$ cat config.mk
export PLATFORM = sky130hd
export DESIGN_NAME = plca_ctrl
export DESIGN_NICKNAME = d
export VERILOG_FILES = /design/src/rtl/plca_pkg.sv /design/src/rtl/plca_opp_tracker.sv /design/src/rtl/plca_bcn_gen.sv /design/src/rtl/plca_ctrl.sv
export SDC_FILE = /design/constraint.sdc
export NUM_CORES = 1
export LEC_CHECK = 0
export ABC_AREA = 1
export ABC_CLOCK_PERIOD_IN_PS = 3200
export BUFFER_PORTS_ARGS = -buffer_cell sky130_fd_sc_hd__buf_2
export CAP_MARGIN = 20
export CORE_MARGIN = 3
export CORE_UTILIZATION = 56
export DETAILED_ROUTE_END_ITERATION = 7
export PLACE_DENSITY = 0.86
export SYNTH_ARGS = -nofsm -noshare
export SYNTH_HDL_FRONTEND = slang
export SYNTH_SLANG_ARGS = --single-unit
$ cat constraint.sdc
create_clock -name clk -period 3.2 [get_ports clk]
set_input_delay 0.16 -clock clk [delete_from_list [all_inputs] [get_ports clk]]
set_output_delay 0.16 -clock clk [all_outputs]
set_load 0.005 [all_outputs]
$ cat src/rtl/plca_pkg.sv
package plca_pkg;
  // Transmit data code that asks the PHY for a BEACON while tx_er is high
  localparam logic [3:0] BCN_CODE = 4'h2;
endpackage

$ cat src/rtl/plca_opp_tracker.sv
module plca_opp_tracker #(
  parameter int IDW     = 4,
  parameter int IDLE_TO = 16
) (
  input  logic           clk,
  input  logic           rst,
  input  logic           is_coord,
  input  logic [IDW-1:0] node_id,
  input  logic [IDW-1:0] node_cnt,
  input  logic           crs,
  input  logic           rx_dv,
  input  logic           bcn_seen,
  input  logic           bcn_done,
  input  logic           tx_req,
  output logic [IDW-1:0] cur_id,
  output logic           eoc,
  output logic           tx_grant
);
  localparam int TOW = $clog2(IDLE_TO + 1);
  localparam logic [TOW-1:0] TO_LAST = TOW'(IDLE_TO - 1);

  logic [IDW-1:0] cur_q, cur_n;
  logic [TOW-1:0] idle_q, idle_n;
  logic           wait_q, wait_n;
  logic           pend_q, pend_n;
  logic           crs_q;
  logic           hit, crs_fall, eoc_w;

  always_comb begin
    eoc_w    = (cur_q >= node_cnt);
    crs_fall = crs_q & ~crs;
    hit      = is_coord ? bcn_done : ((bcn_seen | pend_q) & ~rx_dv);
    cur_n    = cur_q;
    idle_n   = idle_q;
    wait_n   = wait_q;
    // a beacon seen during a late rx_dv is kept until rx_dv drops
    pend_n   = ~is_coord & (bcn_seen | pend_q) & rx_dv;
    if (hit) begin
      cur_n  = '0;
      idle_n = '0;
      wait_n = 1'b1;
      pend_n = 1'b0;
    end else if (wait_q) begin
      idle_n = '0;
      if (!crs) wait_n = 1'b0;
    end else if (eoc_w) begin
      idle_n = '0;
    end else if (crs_fall) begin
      cur_n  = cur_q + 1'b1;
      idle_n = '0;
    end else if (crs) begin
      idle_n = '0;
    end else if (idle_q == TO_LAST) begin
      cur_n  = cur_q + 1'b1;
      idle_n = '0;
    end else begin
      idle_n = idle_q + 1'b1;
    end
  end

  always_ff @(posedge clk) begin
    if (rst) begin
      cur_q    <= '0;
      idle_q   <= '0;
      wait_q   <= 1'b0;
      pend_q   <= 1'b0;
      crs_q    <= 1'b0;
      tx_grant <= 1'b0;
    end else begin
      cur_q    <= cur_n;
      idle_q   <= idle_n;
      wait_q   <= wait_n;
      pend_q   <= pend_n;
      crs_q    <= crs;
      tx_grant <= tx_req & ~wait_n & (cur_n < node_cnt) & (cur_n == node_id);
    end
  end

  assign cur_id = cur_q;
  assign eoc    = eoc_w;


  cur_bound_chk: assert property (@(posedge clk) disable iff (rst)
    cur_q <= node_cnt);

  eoc_hold_chk: assert property (@(posedge clk) disable iff (rst)
    (eoc_w && !hit) |=> $stable(cur_q));

  late_bcn_chk: assert property (@(posedge clk) disable iff (rst)
    (pend_q && !rx_dv) |=> (cur_q == '0));

  wait_hold_chk: assert property (@(posedge clk) disable iff (rst)
    (wait_q && !hit) |=> $stable(cur_q));
endmodule

$ cat src/rtl/plca_bcn_gen.sv
module plca_bcn_gen #(
  parameter int GW      = 12,
  parameter int BCN_LEN = 4
) (
  input  logic          clk,
  input  logic          rst,
  input  logic          is_coord,
  input  logic          eoc,
  input  logic          crs,
  input  logic [GW-1:0] guard_cyc,
  output logic          bcn_done,
  output logic          bcn_on,
  output logic [3:0]    txd
);
  import plca_pkg::*;
  localparam int LW = $clog2(BCN_LEN + 1);

  logic [GW-1:0] grd_q, grd_n;
  logic [LW-1:0] len_q, len_n;

  always_comb begin
    grd_n = grd_q;
    len_n = len_q;
    if (len_q != '0) begin
      len_n = len_q - 1'b1;
    end else if (!(is_coord && eoc) || crs) begin
      grd_n = guard_cyc;
    end else if (grd_q == '0) begin
      len_n = LW'(BCN_LEN);
    end else begin
      grd_n = grd_q - 1'b1;
    end
  end

  assign bcn_done = (len_q == LW'(1));

  always_ff @(posedge clk) begin
    if (rst) begin
      grd_q  <= '0;
      len_q  <= '0;
      bcn_on <= 1'b0;
      txd    <= 4'h0;
    end else begin
      grd_q  <= grd_n;
      len_q  <= len_n;
      bcn_on <= (len_n != '0);
      txd    <= (len_n != '0) ? BCN_CODE : 4'h0;
    end
  end


  bcn_code_chk: assert property (@(posedge clk) disable iff (rst)
    bcn_on |-> (txd == BCN_CODE));

  coord_only_chk: assert property (@(posedge clk) disable iff (rst)
    bcn_on |-> is_coord);

  guard_expiry_chk: assert property (@(posedge clk) disable iff (rst)
    $rose(bcn_on) |-> $past(grd_q == '0 && !crs));

  bcn_end_chk: assert property (@(posedge clk) disable iff (rst)
    bcn_done |=> !bcn_on);
endmodule

$ cat src/rtl/plca_ctrl.sv
module plca_ctrl #(
  parameter int IDW     = 4,
  parameter int GW      = 12,
  parameter int IDLE_TO = 16,
  parameter int BCN_LEN = 4
) (
  input  logic           clk,
  input  logic           rst,
  input  logic [IDW-1:0] cfg_node_id,
  input  logic [IDW-1:0] cfg_node_cnt,
  input  logic [GW-1:0]  cfg_guard,
  input  logic           crs,
  input  logic           rx_dv,
  input  logic           bcn_seen,
  input  logic           tx_req,
  output logic           tx_grant,
  output logic           tx_er,
  output logic [3:0]     txd,
  output logic [IDW-1:0] opp_id
);
  logic is_coord, eoc, bcn_done;

  assign is_coord = (cfg_node_id == '0);

  plca_opp_tracker #(.IDW(IDW), .IDLE_TO(IDLE_TO)) u_trk (
    .clk      (clk),
    .rst      (rst),
    .is_coord (is_coord),
    .node_id  (cfg_node_id),
    .node_cnt (cfg_node_cnt),
    .crs      (crs),
    .rx_dv    (rx_dv),
    .bcn_seen (bcn_seen),
    .bcn_done (bcn_done),
    .tx_req   (tx_req),
    .cur_id   (opp_id),
    .eoc      (eoc),
    .tx_grant (tx_grant)
  );

  plca_bcn_gen #(.GW(GW), .BCN_LEN(BCN_LEN)) u_gen (
    .clk       (clk),
    .rst       (rst),
    .is_coord  (is_coord),
    .eoc       (eoc),
    .crs       (crs),
    .guard_cyc (cfg_guard),
    .bcn_done  (bcn_done),
    .bcn_on    (tx_er),
    .txd       (txd)
  );


  grant_excl_chk: assert property (@(posedge clk) disable iff (rst)
    tx_grant |-> !tx_er);
endmodule

Word-level counts from Yosys, hierarchy flattened
Index checks and enable logic that the tools add are counted.
{"block": "word_totals", "register_bits": 33, "inputBits": 26}
{"block": "classes", "add_sub_neg": 4, "order_cmp": 2, "eq_ne": 4, "mux": 16, "bitwise_logic": 13, "n_reduce_logical": 10}
{"cell": "2-to-1 mux 12 bit", "count": 2}
{"cell": "2-to-1 mux 4 bit", "count": 6}
{"cell": "logical NOT 12 bit", "count": 1}
{"cell": "subtractor 12 x 1 -> 12 bit (second input constant)", "count": 1}
{"cell": "2-to-1 mux 3 bit", "count": 3}
{"cell": "bitwise AND 1 bit", "count": 7}
{"cell": "OR reduction 7 bit", "count": 1}
{"cell": "nonzero test 3 bit", "count": 2}
{"cell": "adder 5 x 1 -> 5 bit (second input constant)", "count": 1}
{"cell": "== test 5 x 4 -> 1 bit (second input constant)", "count": 1}
{"cell": "inverter 1 bit", "count": 5}
{"cell": "adder 4 x 1 -> 4 bit (second input constant)", "count": 1}
{"cell": "== test 4 bit", "count": 1}
{"cell": "greater-or-equal comparator 4 bit", "count": 1}
{"cell": "logical NOT 4 bit", "count": 1}
{"cell": "less-than comparator 4 bit", "count": 1}
{"cell": "2-to-1 mux 1 bit", "count": 4}
{"cell": "== test 3 x 1 -> 1 bit (second input constant)", "count": 1}
{"cell": "subtractor 3 x 1 -> 3 bit (second input constant)", "count": 1}
{"cell": "2-to-1 mux 2 bit", "count": 1}
{"cell": "!= test 2 x 1 -> 1 bit (second input constant)", "count": 1}
{"cell": "AND reduction 2 bit", "count": 1}
{"cell": "OR reduction 2 bit", "count": 1}
{"cell": "logical AND 1 bit", "count": 1}
{"cell": "other kinds (3)", "count": 3}

Depth between registers and ports, before layout
Gate-level depths: netlist of the first run.
{"block": "logic_depth", "depth_word": 10, "mapped_depth": 20}

Modules after synthesis
From an unflattened synthesis of the first run, not the netlist that was laid out.
{"block": "hier_totals", "hier_cells": 339, "hier_area_um2": 2135.8}
{"mod": "plca_bcn_gen", "instances": 1, "cells_per_inst": 190, "area_each_um2": 1142.3, "seq_area_each_um2": 320.3}
{"mod": "plca_opp_tracker", "instances": 1, "cells_per_inst": 142, "area_each_um2": 967.2, "seq_area_each_um2": 260.2}
{"mod": "plca_ctrl", "instances": 1, "cells_per_inst": 7, "area_each_um2": 26.3, "seq_area_each_um2": 0.0}

Worst setup path before layout of the first run
Ideal clock, no wire load.
{"block": "synth_path", "path_type": "register to register", "startpoint": "register u_trk.idle_q[0]", "endpoint": "register u_trk.tx_grant", "arrival_time_ns": 2.216, "path_slack_ns": 0.920, "path_stages_with_launch": 20, "path_buffers": 0, "cell_sequence": "dfxtp_1 > ha_1 > nand2_1 > nor2_1 > ha_1 > inv_1 > nand2_1 > nand2_1 > nor3_2 > nand4_1 > nand3_1 > inv_1 > ha_1 > a21oi_1 > nand3b_1 > nor2_1 > nand2_1 > nor2_1 > nand3_1 > nor2_1"}
{"block": "synth_between", "elab_chain_cells": 10, "word_cells_on_any_way": 11}
{"item": "from (decl)", "line": "plca_opp_tracker.sv:23", "source": "logic [TOW-1:0] idle_q, idle_n;"}
{"item": "from (signal assigned)", "line": "plca_opp_tracker.sv:71", "source": "idle_q <= idle_n;"}
{"item": "== test 5 x 4 -> 1 bit (*)", "line": "plca_opp_tracker.sv:53", "source": "end else if (idle_q == TO_LAST) begin"}
{"item": "2-to-1 mux 4 bit (*)", "line": "plca_opp_tracker.sv:53"}
{"item": "2-to-1 mux 4 bit (*)", "line": "plca_opp_tracker.sv:51", "source": "end else if (crs) begin"}
{"item": "2-to-1 mux 4 bit (*)", "line": "plca_opp_tracker.sv:48", "source": "end else if (crs_fall) begin"}
{"item": "2-to-1 mux 4 bit (*)", "line": "plca_opp_tracker.sv:46", "source": "end else if (eoc_w) begin"}
{"item": "2-to-1 mux 4 bit (*)", "line": "plca_opp_tracker.sv:43", "source": "end else if (wait_q) begin"}
{"item": "2-to-1 mux 4 bit (*)", "line": "plca_opp_tracker.sv:38", "source": "if (hit) begin"}
{"item": "named net u_trk.cur_n[3]", "line": "plca_opp_tracker.sv:22", "source": "logic [IDW-1:0] cur_q, cur_n;"}
{"item": "less-than comparator 4 bit", "line": "plca_opp_tracker.sv:75", "source": "tx_grant <= tx_req & ~wait_n & (cur_n < node_cnt) & (cur_n == node_id);"}
{"item": "bitwise AND 1 bit", "line": "plca_opp_tracker.sv:75"}
{"item": "bitwise AND 1 bit (*)", "line": "plca_opp_tracker.sv:75"}
{"item": "to (signal assigned)", "line": "plca_opp_tracker.sv:75"}
{"item": "to (decl)", "line": "plca_opp_tracker.sv:17", "source": "output logic tx_grant"}
The timed path passes the listed nets; every way through them passes the cells marked *.
A chain may end at the register's enable or synchronous reset.

Worst setup path after layout of the first run
Ends and elaborated chain as after synthesis.

==> results of run 1 <==
## sequential cells by signal, indices dropped and copies added, names as in the netlist
| register | cells |
|---|---|
| u_trk.idle_q | 5 |
| u_trk.cur_id | 4 |
| u_gen.txd | 1 |
| u_gen.grd_q | 12 |
| u_trk.wait_q | 1 |
| u_trk.crs_q | 1 |
| u_trk.tx_grant | 1 |
| u_gen.len_q | 3 |
| u_trk.pend_q | 1 |
## layout make-up
class                      instances  share of cell area (%)
clock buffer                       7                    2.50
inverter                          51                    8.79
multi-input combinational        202                    52.5
sequential                        29                    26.3
tap                               46                    2.61
timing repair buffer              32                    7.26
## routing by layer
metal,routed length (microns),GRT usage (%)
met2,1860,33.2
met1,1800,22.5
met4,15,7.51
met5,0,0
met3,180,3.59
## critical path: cells and delay by family (launching register included)
kind	cells	cell delay, ns
simple gates	13	1.27
fa+ha+maj	3	0.65
flops	1	0.37
compound gates	1	0.14
buf+inv	2	0.10
## cell families after synthesis
kind of cell / synth area share, %
AOI/OAI and AO/OA: 11.2
DFF: 29.2
buffers and inverters: 13.0
adders and majority gates: 9.43
xor gates and xnor gates: 2.64
other: 0.188
and+or+nand+nor: 34.4
## Yosys cell counts
cell and n:
nor2_1 31, buf_6 1, inv_1 47, clkinv_1 1, ha_1 15, a21oi_2 4, inv_2 2, a21oi_1 11
nand3_1 13, nand4_1 12, nand2_1 60, dfxtp_1 29, a31oi_1 2, nor3_1 1, o31ai_1 1, xnor2_1 3
o21ai_1 2, xor2_1 3, buf_4 6, nor3b_1 2, a21oi_4 1, clkbuf_1 1, buf_2 1, nand3_2 3
nor2_4 1, nand2_4 4, nand3b_1 1, o21ai_0 16, nand4_2 1, nor4_1 1, conb_1 1, nand2_2 3
nor2_2 5, inv_4 1, nor3_2 2, o22ai_1 1
## metrics by stage
step	hold slack, ns	cells	setup slack [ns]
after global routing	0.0708	367	0.319
final	0.0789	367	0.630
after detailed placement	0.417	360	0.639
after CTS	0.0686	367	0.621
after floorplan	0.267	291	0.920
after global placement	0.413	360	0.797
## where the power goes
part           internal [W]  leakage, nW  total, W  switching (W)
Combinational      0.000229        0.876  0.000614       0.000385
Clock              0.000104       0.0314  0.000233       0.000129
Sequential         0.000453        0.238  0.000521      0.0000684
Total              0.000786         1.15   0.00137       0.000583
## path summary, 6_finish.rpt
check	to	slack, ns	depth (start not counted)
max	u_trk.tx_grant$_SDFF_PP0_	0.63	19
min	u_trk.pend_q$_SDFF_PP0_	0.08	3
max reg2reg	u_trk.tx_grant$_SDFF_PP0_	0.63	19
min reg2reg	u_trk.idle_q[0]$_SDFF_PP0_	0.46	1
==> summary.md, run 1 <==
| Metric | Value |
|---|---|
| Status | `completed` |
| Final wirelength | `3860 microns` |
| Starting density of the core | `58.7%` |
| Max IR drop VDD | `a little over 400 uV` |
| # fillers | `around 310` |
| Most frequent cells in the layout | `nand2_1, inv_1, buf_2` |
| Worst Path Max Fanout | `3` |
| Final net count | `between 300 and 400` |
| Clk sinks | `29` |
| Final Cell Area | `about 2200 sq um` |
| Row count | `21` |
| Grt ovf | `0` |
| Initial antenna violation count | `0` |
| Post-Synthesis Cells | `roughly 290` |
| Post-CTS setup buffers | `0` |
| Detailed-route DRC error count | `0` |
| H-tree depth | `2` |
| CTS Buf Count | `5` |
| Sequential area share after synthesis | `between 20 and 30%` |
| Post-layout util | `65.1%` |
| CP max-delay cell | `dfxtp_1` |
| Cell Area, Synth | `~2000 sq um` |
| Skew final | `0.0141 ns` |
| Post-DRT Antenna Nets | `0` |
| CTS clk-pin slew, worst paths | `about 0.10 ns` |
| Number of placed I/O pins | `36` |
| Cell Area, Placed | `2150 sq um` |
| Crit path time final | `between 2 and 3 ns` |
| Layout cells sized above 1 | `between 20 and 25%` |
| Hold Fails Final Rpt | `0` |
| Yosys top cell by area | `dfxtp_1` |
| First-pass GRT wire length | `6430 microns` |
| Delay of the slowest critical-path stage | `between 0.3 and 0.4 ns` |
| # hold bufs at CTS | `0` |
| Pin count of the biggest net entering global routing | `20` |
| Multi-input combinational cell area | `between 1000 and 1500 sq um` |
| Max Cap Violations | `0` |
| Final Setup Violations | `0` |
| Crit share post-route | `80.3%` |
| Number of diodes | `0` |
| Critical path origin | `u_trk.idle_q[0]$_SDFF_PP0_` |
| Vias per cell | `~5` |
| DP Wirelength | `just under 3000 microns` |
| Commonest non-fill, non-tap cell in the layout | `nand2_1` |
| Die X | `65.6 microns` |
| Worst endpoint required time | `3.48 ns` |
| Die H | `between 60 and 70 microns` |
| Endpoint class of the critical path | `flip-flop` |
| Post-CTS Resized | `0` |
| Cells along the critical path | `ha_1, nand2_1, nor2_1, ha_1, inv_1, nand2_1, nand2_1, nor3_2, nand4_1, nand3_1, inv_1, ha_1, a21oi_1, nand3b_1, nor2_1, nand2_1, nor2_1, nand3_1, nor2_1` |
| CP arrival | `about 2.9 ns` |
| HP Start | `rx_dv` |
| RD Place Congestion | `~0.87` |
| DIE AREA | `around 4300 sq um` |
| Vias in the first global route | `between 1500 and 2000` |
| Post-route setup TNS | `0 ns` |
| CP Launch Type | `flip-flop` |
| Worst Hold Class | `in -> reg` |
| Post-synth top area share | `between 20% and 30%` |
| Drt pass-1 iters | `6` |
| Reg2reg start | `u_trk.idle_q[0]$_SDFF_PP0_` |
| Syn Area/Cell | `6.89 sq um` |
| CTS root buf | `clkbuf_4` |
| Synth warn | `0` |
| Critical path type | `reg -> reg` |
| Routed WL per cell | `10.5 microns` |
| Cell Pwr Density | `around 620 nW/um^2` |
| Leakage power | `around 1.1 nW` |
| Core ar. | `3390 sq um` |
| Synth Register Bits | `29` |
| Total power | `0.00137 W` |
| GRT Util Overall | `between 10% and 20%` |
| RSZ-0062 raised after global routing | `false` |
| DR vias | `1842` |
| CTS tree | `built` |
| Slew Limit Fails | `0` |
| Fmax | `a little under 400 MHz` |
| Sequential Area | `581 sq um` |
| Max Root-Sink Buffers | `2` |
| DRT iter0 DRCs | `between 150 and 200` |
| Worst-skew pair later-pin latency | `0.33 ns` |
| Port bufs | `32` |
| Synth-to-Final Area Change | `10.8%` |
| Yosys cell types | `36` |
| Top post-synthesis cells by area | `dfxtp_1, nand2_1, ha_1` |
(Power assumes the default switching activity.)
==> inputs of run 2 (changes only) <==
- ABC_CLOCK_PERIOD_IN_PS: 3200 -> 2200
- CORE_UTILIZATION: 56 -> 50
- PLACE_DENSITY: 0.86 -> 0.82
- clock period: 3.2 -> 2.2 ns (I/O delays scaled with it)
==> run 2 against run 1 <==
Critical endpoint unchanged. Power increased by 63%. Critical path depth rose by 1. Die area grew 11%. Routed wire length increased by 18%. Sequential share of layout area is 3.1 points lower. Fmax up 12%. Non-clock buffer count rose by 24. First-iteration DRC count decreased by 39%. Clock power up 90%. Combinational power is 66% higher. The run now ends with negative setup slack left. Highest routed layer unchanged.
==> summary.md, run 2 (same netlist as run 1, synthesis figures left out) <==
| Metric | Value |
|---|---|
| Crit share post-route | `104% (was 80.3%)` |
| Vias per cell | `4.87 (was 5.02)` |
| Grt ovf | `0 (unchanged)` |
| Reg2reg start | `u_trk.idle_q[1]$_SDFF_PP0_ (was u_trk.idle_q[0]$_SDFF_PP0_)` |
| Crit path time final | `2.30 ns (was 2.57 ns)` |
| Final Setup Violations | `1 (was 0)` |
| Worst Path Max Fanout | `2 (was 3)` |
| Clk sinks | `29 (unchanged)` |
| Max Root-Sink Buffers | `2 (unchanged)` |
| Initial antenna violation count | `0 (unchanged)` |
| Biggest register | `u_gen.grd_q (unchanged)` |
| Multi-input combinational cell area | `1240 sq um (was 1160 sq um)` |
| Leakage power | `1.31 nW (was 1.15 nW)` |
| Worst endpoint required time | `2.42 ns (was 3.48 ns)` |
| DRT iter0 DRCs | `97 (was 159)` |
| Cell count of the worst reg-to-reg path | `20 (was 19)` |
| CTS Buf Count | `5 (unchanged)` |
| Final wirelength | `4550 microns (was 3860 microns)` |
| Fmax | `435 MHz (was 389 MHz)` |
| First-pass GRT wire length | `7710 microns (was 6430 microns)` |
| DIE AREA | `4770 sq um (was 4310 sq um)` |
| Most frequent cells in the layout | `nand2_1, inv_1, buf_2 (unchanged)` |
| DR vias | `1914 (was 1842)` |
| Drt pass-1 iters | `4 (was 6)` |
| RD Place Congestion | `0.856 (was 0.870)` |
| RSZ-0062 raised after global routing | `true (was false)` |
| Post-DRT Antenna Nets | `0 (unchanged)` |
| H-tree depth | `2 (unchanged)` |
| Worst-skew pair later-pin latency | `0.28 ns (was 0.33 ns)` |
| Pin count of the biggest net entering global routing | `17 (was 20)` |
| GR Util met1 | `21.7% (was 22.5%)` |
| Placed cell count | `375 (was 360)` |
| Starting density of the core | `53.2% (was 58.7%)` |
| Post-Layout Cell Count | `393 (was 367)` |
| Sequential Area | `583 sq um (was 581 sq um)` |
| CTS root buf | `clkbuf_8 (was clkbuf_4)` |
| Detailed-route DRC error count | `0 (unchanged)` |
| Max Cap Violations | `0 (unchanged)` |
| Row count | `22 (was 21)` |
| CTS tree | `built (unchanged)` |
| Met2 Use GR | `35.6% (was 33.2%)` |
| CP arrival | `2.52 ns (was 2.85 ns)` |
| R2R Setup Slk | `-0.1 ns (was 0.63 ns)` |
| Number of placed I/O pins | `36 (unchanged)` |
| Skew final | `0.00476 ns (was 0.0141 ns)` |
| Die X | `69.1 microns (was 65.6 microns)` |
| Setup ws final | `-0.0983 ns (was 0.630 ns)` |
| Critical Path Sink | `u_trk.tx_grant$_SDFF_PP0_ (unchanged)` |
| Failing checks | `negative setup slack` |
| Synth-to-Final Area Change | `25.9% (was 10.8%)` |
| Worst Hold Class | `in -> reg (unchanged)` |
| Status | `finished, violations left (was completed)` |
| Endpoint class of the critical path | `flip-flop (unchanged)` |
| Max IR drop VDD | `676 uV (was 410 uV)` |
| Cell Pwr Density | `890 nW/um^2 (was 620 nW/um^2)` |
| Number of diodes | `0 (unchanged)` |
| Vias in the first global route | `1861 (was 1559)` |
| Reg2reg end | `u_trk.tx_grant$_SDFF_PP0_ (unchanged)` |
| Core ar. | `3740 sq um (was 3390 sq um)` |
| Max reg flops | `12 (unchanged)` |
| GRT Util Overall | `19.6% (was 18.9%)` |
| DP Wirelength | `3240 microns (was 2940 microns)` |
| Hold Fails Final Rpt | `0 (unchanged)` |
| Die H | `69.1 microns (was 65.6 microns)` |
| # fillers | `341 (was 312)` |
| Critical path origin | `u_trk.idle_q[1]$_SDFF_PP0_ (was u_trk.idle_q[0]$_SDFF_PP0_)` |
| Hold slack | `0.0740 ns (was 0.0789 ns)` |
| Critical path type | `reg -> reg (unchanged)` |
| Layout cells sized above 1 | `29.9% (was 20.2%)` |
| Slew Limit Fails | `0 (unchanged)` |
| Met3 usage | `5.10% (was 3.59%)` |
| Routed WL per cell | `11.6 microns (was 10.5 microns)` |
| CTS clk-pin slew, worst paths | `0.06 ns (was 0.10 ns)` |
| # hold bufs at CTS | `0 (unchanged)` |
| Port bufs | `32 (unchanged)` |
| Commonest non-fill, non-tap cell in the layout | `nand2_1 (unchanged)` |
| Final net count | `386 (was 362)` |
| Most Used Layer, Global Route | `met2 (unchanged)` |
| CP Launch Type | `flip-flop (unchanged)` |
run 2: layout make-up:
type                            instances  area share [%]
Sequential cell                        29            23.3
Timing Repair Buffer                   56            13.7
Tap cell                               48            2.40
Inverter                               51            7.74
Clock buffer                            7            3.44
Multi-Input combinational cell        202            49.4
run 2: layer usage:
layer / share of wire [%] / up-vias
met5: 0 / -
met3: 4.7 / 8
li1: - / 1025
met4: 1.7 / 0
met2: 51 / 40
met1: 42 / 841
run 2: through the flow:
step / worst slack (ns) / area, sq um / TNS (ns) / util [%] / power [W]
6_report: -0.0983 / 2510 / -0.0983 / 66.9 / 0.00223
5_1_grt: -0.339 / 2510 / -0.339 / 66.9 / 0.00243
4_1_cts: -0.129 / 2430 / -0.129 / 65.0 / 0.00215
3_5_place_dp: -0.232 / 2280 / -0.232 / 60.8 / 0.00169
3_3_place_gp: -0.139 / 2280 / -0.139 / 60.8 / 0.00166
2_1_floorplan: -0.0607 / 2020 / -0.0607 / - / 0.00151
run 2: worst min path at each step:
stage	start	end	slack (ns)	depth (start not counted)
after floorplan	crs	u_trk.crs_q$_SDFF_PP0_	0.22	2
after global placement	rx_dv	u_trk.pend_q$_SDFF_PP0_	0.36	3
after detailed placement	rx_dv	u_trk.pend_q$_SDFF_PP0_	0.36	3
after CTS	rx_dv	u_trk.pend_q$_SDFF_PP0_	0.06	3
after global routing	rx_dv	u_trk.pend_q$_SDFF_PP0_	0.09	3
final	rx_dv	u_trk.pend_q$_SDFF_PP0_	0.07	3
run 2: critical path: stages (launching register included):
cell	delay, ns
dfxtp_2	0.35
ha_4	0.15
nand2_4	0.05
nor2_4	0.11
ha_4	0.14
inv_2	0.03
nand2_2	0.06
nand2_4	0.06
buf_4	0.15
nor2_2	0.10
nand4_1	0.13
nand3_2	0.11
inv_1	0.05
ha_1	0.19
a21oi_2	0.11
nand3b_1	0.07
nor2_1	0.08
nand2_1	0.05
nor2_1	0.08
nand3_1	0.07
nor2_1	0.09
run 2: timing repair:
item / 4_1_cts / 5_1_grt
buffers inserted: 4 / 7
pin swaps: 10 / 3
gates resized for setup: 8 / 5
endpoints found under the setup margin: 1 / 3
run 2: where the power goes:
group	switching (W)	internal [W]	leakage, nW
sequential	0.000108	0.000661	0.239
clock	0.000195	0.000248	0.0443
combinational	0.000596	0.000423	1.03
total	0.000899	0.00133	1.31
==> inputs of run 3 (changes only) <==
- HOLD_SLACK_MARGIN: not set -> 0.12
- PLACE_DENSITY: 0.82 -> 0.79
- SLEW_MARGIN: not set -> 20
==> run 3 against run 2 <==
The run still ends with negative setup slack left. Via count rose by 2.7%. Sequential power hardly changed. Sequential share of layout area decreased by 0.43 points. Register-to-register slack got worse by 0.03 ns. Worst setup slack worse by 0.032 ns. Global-route usage fell by 0.15 points. Hold slack gained 0.067 ns. Highest routed layer unchanged.
==> summary.md, run 3 (same netlist as run 1, synthesis figures left out) <==
| Metric | Value |
|---|---|
| Worst Hold Class | `in -> reg (unchanged)` |
| RD Place Congestion | `0.866 (was 0.856)` |
| RSZ-0062 raised after global routing | `true (unchanged)` |
| Met3 usage | `5.10% (unchanged)` |
| DP Wirelength | `3260 microns (was 3240 microns)` |
| Layout cells sized above 1 | `30.3% (was 29.9%)` |
| DIE AREA | `4770 sq um (unchanged)` |
| GRT Util Overall | `19.5% (was 19.6%)` |
| Worst Path Max Fanout | `2 (unchanged)` |
| Number of placed I/O pins | `36 (unchanged)` |
| Pin count of the biggest net entering global routing | `17 (unchanged)` |
| Met2 Use GR | `35.8% (was 35.6%)` |
| Fmax | `429 MHz (was 435 MHz)` |
| Logic pwr share | `45.5% (was 45.7%)` |
| GR Util met1 | `21.1% (was 21.7%)` |
| Crit path time final | `2.33 ns (was 2.30 ns)` |
| Most Used Layer, Global Route | `met2 (unchanged)` |
| Port bufs | `32 (unchanged)` |
| Cell Area, Placed | `2280 sq um (about the same)` |
| Initial antenna violation count | `0 (unchanged)` |
| Final wirelength | `4570 microns (was 4550 microns)` |
| Drt pass-1 iters | `4 (unchanged)` |
| Detailed-route DRC error count | `0 (unchanged)` |
| CTS Buf Count | `5 (unchanged)` |
| Routed WL per cell | `11.5 microns (was 11.6 microns)` |
| DR vias | `1966 (was 1914)` |
| Reg power frac | `34.5% (about the same)` |
| Core ar. | `3740 sq um (unchanged)` |
| Slew Limit Fails | `0 (unchanged)` |
| Final Cell Area | `2550 sq um (was 2510 sq um)` |
| Worst endpoint required time | `2.43 ns (was 2.42 ns)` |
| First-pass GRT wire length | `7560 microns (was 7710 microns)` |
| Number of diodes | `0 (unchanged)` |
| CTS root buf | `clkbuf_8 (unchanged)` |
| Post-route setup TNS | `-0.130 ns (was -0.0983 ns)` |
| CP Launch Type | `flip-flop (unchanged)` |
| Post-layout util | `68.2% (was 66.9%)` |
| Die X | `69.1 microns (unchanged)` |
| Failing checks | `negative setup slack (unchanged)` |
| Synth-to-Final Area Change | `28.3% (was 25.9%)` |
| Status | `finished, violations left (unchanged)` |
| Max Root-Sink Buffers | `2 (unchanged)` |
| Biggest register | `u_gen.grd_q (unchanged)` |
| Net Sw Frac | `40.7% (was 40.3%)` |
| Post-DRT Antenna Nets | `0 (unchanged)` |
| Grt ovf | `0 (unchanged)` |
| Clk sinks | `29 (unchanged)` |
| CP arrival | `2.56 ns (was 2.52 ns)` |
| Leakage power | `1.32 nW (was 1.31 nW)` |
| Hold Fails Final Rpt | `0 (unchanged)` |
| Endpoint class of the critical path | `flip-flop (unchanged)` |
| Critical path type | `reg -> reg (unchanged)` |
| Cell Pwr Density | `870 nW/um^2 (was 890 nW/um^2)` |
| Switching power | `0.000905 W (was 0.000899 W)` |
| Starting density of the core | `53.2% (unchanged)` |
| Row count | `22 (unchanged)` |
| Power Internal | `0.00132 W (was 0.00133 W)` |
| Most frequent cells in the layout | `nand2_1, inv_1, buf_2 (unchanged)` |
| CTS clk-pin slew, worst paths | `0.07 ns (was 0.06 ns)` |
| CTS tree | `built (unchanged)` |
| Max IR drop VDD | `585 uV (was 676 uV)` |
| Total power | `0.00222 W (was 0.00223 W)` |
| DRT iter0 DRCs | `91 (was 97)` |
| Max Cap Violations | `0 (unchanged)` |
| H-tree depth | `2 (unchanged)` |
| Worst-skew pair later-pin latency | `0.29 ns (was 0.28 ns)` |
| Final net count | `391 (was 386)` |
| Max reg flops | `12 (unchanged)` |
| Clock power share | `20.1% (was 19.8%)` |
| Setup ws final | `-0.130 ns (was -0.0983 ns)` |
| Vias per cell | `4.94 (was 4.87)` |
| Vias in the first global route | `1821 (was 1861)` |
| Final Setup Violations | `1 (unchanged)` |
| Crit share post-route | `106% (was 104%)` |
| Skew final | `0.00987 ns (was 0.00476 ns)` |
| Die H | `69.1 microns (unchanged)` |
| Commonest non-fill, non-tap cell in the layout | `nand2_1 (unchanged)` |
==> run 3: changes by cell type in the layout (fill, tap and decap cells not counted), sizes merged <==
cell and change:
dlygate4sd3 +3, buf +2
==> run 3: timing repair <==
| action | in CTS | in global routing |
|---|---|---|
| setup endpoints to repair | 1 | 6 |
| pin swaps | 10 | 6 |
| buffers inserted | 7 | 5 |
| hold buffers | 3 | 0 |
| endpoints found under the hold margin | 3 | 0 |
| gates resized for setup | 7 | 7 |
==> run 3: through the flow <==
stage / setup WS [ns] / cells / hold WS (ns)
global placement: -0.137 / 376 / 0.363
finish: -0.130 / 398 / 0.141
floorplan: -0.0607 / 291 / 0.217
CTS: -0.0688 / 393 / 0.135
global route: -0.396 / 398 / 0.159
detailed placement: -0.215 / 376 / 0.371
==> run 3: critical path, cell delays in order (launching register included) <==
cell,delay (ns)
dfxtp_2,0.35
ha_4,0.15
nand2_4,0.06
nor2_4,0.08
ha_2,0.17
inv_1,0.04
nand2_1,0.06
nand2_2,0.07
buf_4,0.15
nor2_4,0.08
nand4_1,0.14
nand3_2,0.10
inv_1,0.05
ha_2,0.17
a21oi_2,0.13
nand3b_1,0.09
nor2_1,0.10
nand2_1,0.05
nor2_1,0.09
nand3_1,0.08
nor2_1,0.08
==> run 3: area by class of cell <==
| type | count | area [sq um] |
|---|---|---|
| clock buffer | 7 | 86.3 |
| fill | 341 | 1190 |
| inverter | 51 | 194 |
| multi-input combinational | 202 | 1240 |
| sequential | 29 | 583 |
| tap | 48 | 60.1 |
| timing repair buffer | 61 | 385 |
==> run 3: worst paths after layout <==
kind	startpoint	endpoint	slack [ns]	depth (start not counted)
max	u_trk.idle_q[1]$_SDFF_PP0_	u_trk.tx_grant$_SDFF_PP0_	-0.13	20
min	cfg_guard[8]	u_gen.grd_q[8]$_SDFFE_PP0P_	0.14	5
max reg2reg	u_trk.idle_q[1]$_SDFF_PP0_	u_trk.tx_grant$_SDFF_PP0_	-0.13	20
min reg2reg	u_gen.grd_q[1]$_SDFFE_PP0P_	u_gen.grd_q[1]$_SDFFE_PP0P_	0.47	2
==> run 3: power groups by stage <==
stage	Clock [W]	Sequential [W]	Combinational [W]
after global routing	0.000479	0.000783	0.00116
after global placement	0	0.000768	0.000902
after CTS	0.000456	0.000762	0.000940
final	0.000446	0.000766	0.00101
after detailed placement	0	0.000770	0.000928
after floorplan	0	0.000754	0.000759
==> run 3: per-layer routing <==
layer,up-vias,share of wire (%)
met3,10,4.9
li1,1034,-
met5,-,0
met1,873,42
met4,0,2.2
met2,49,51
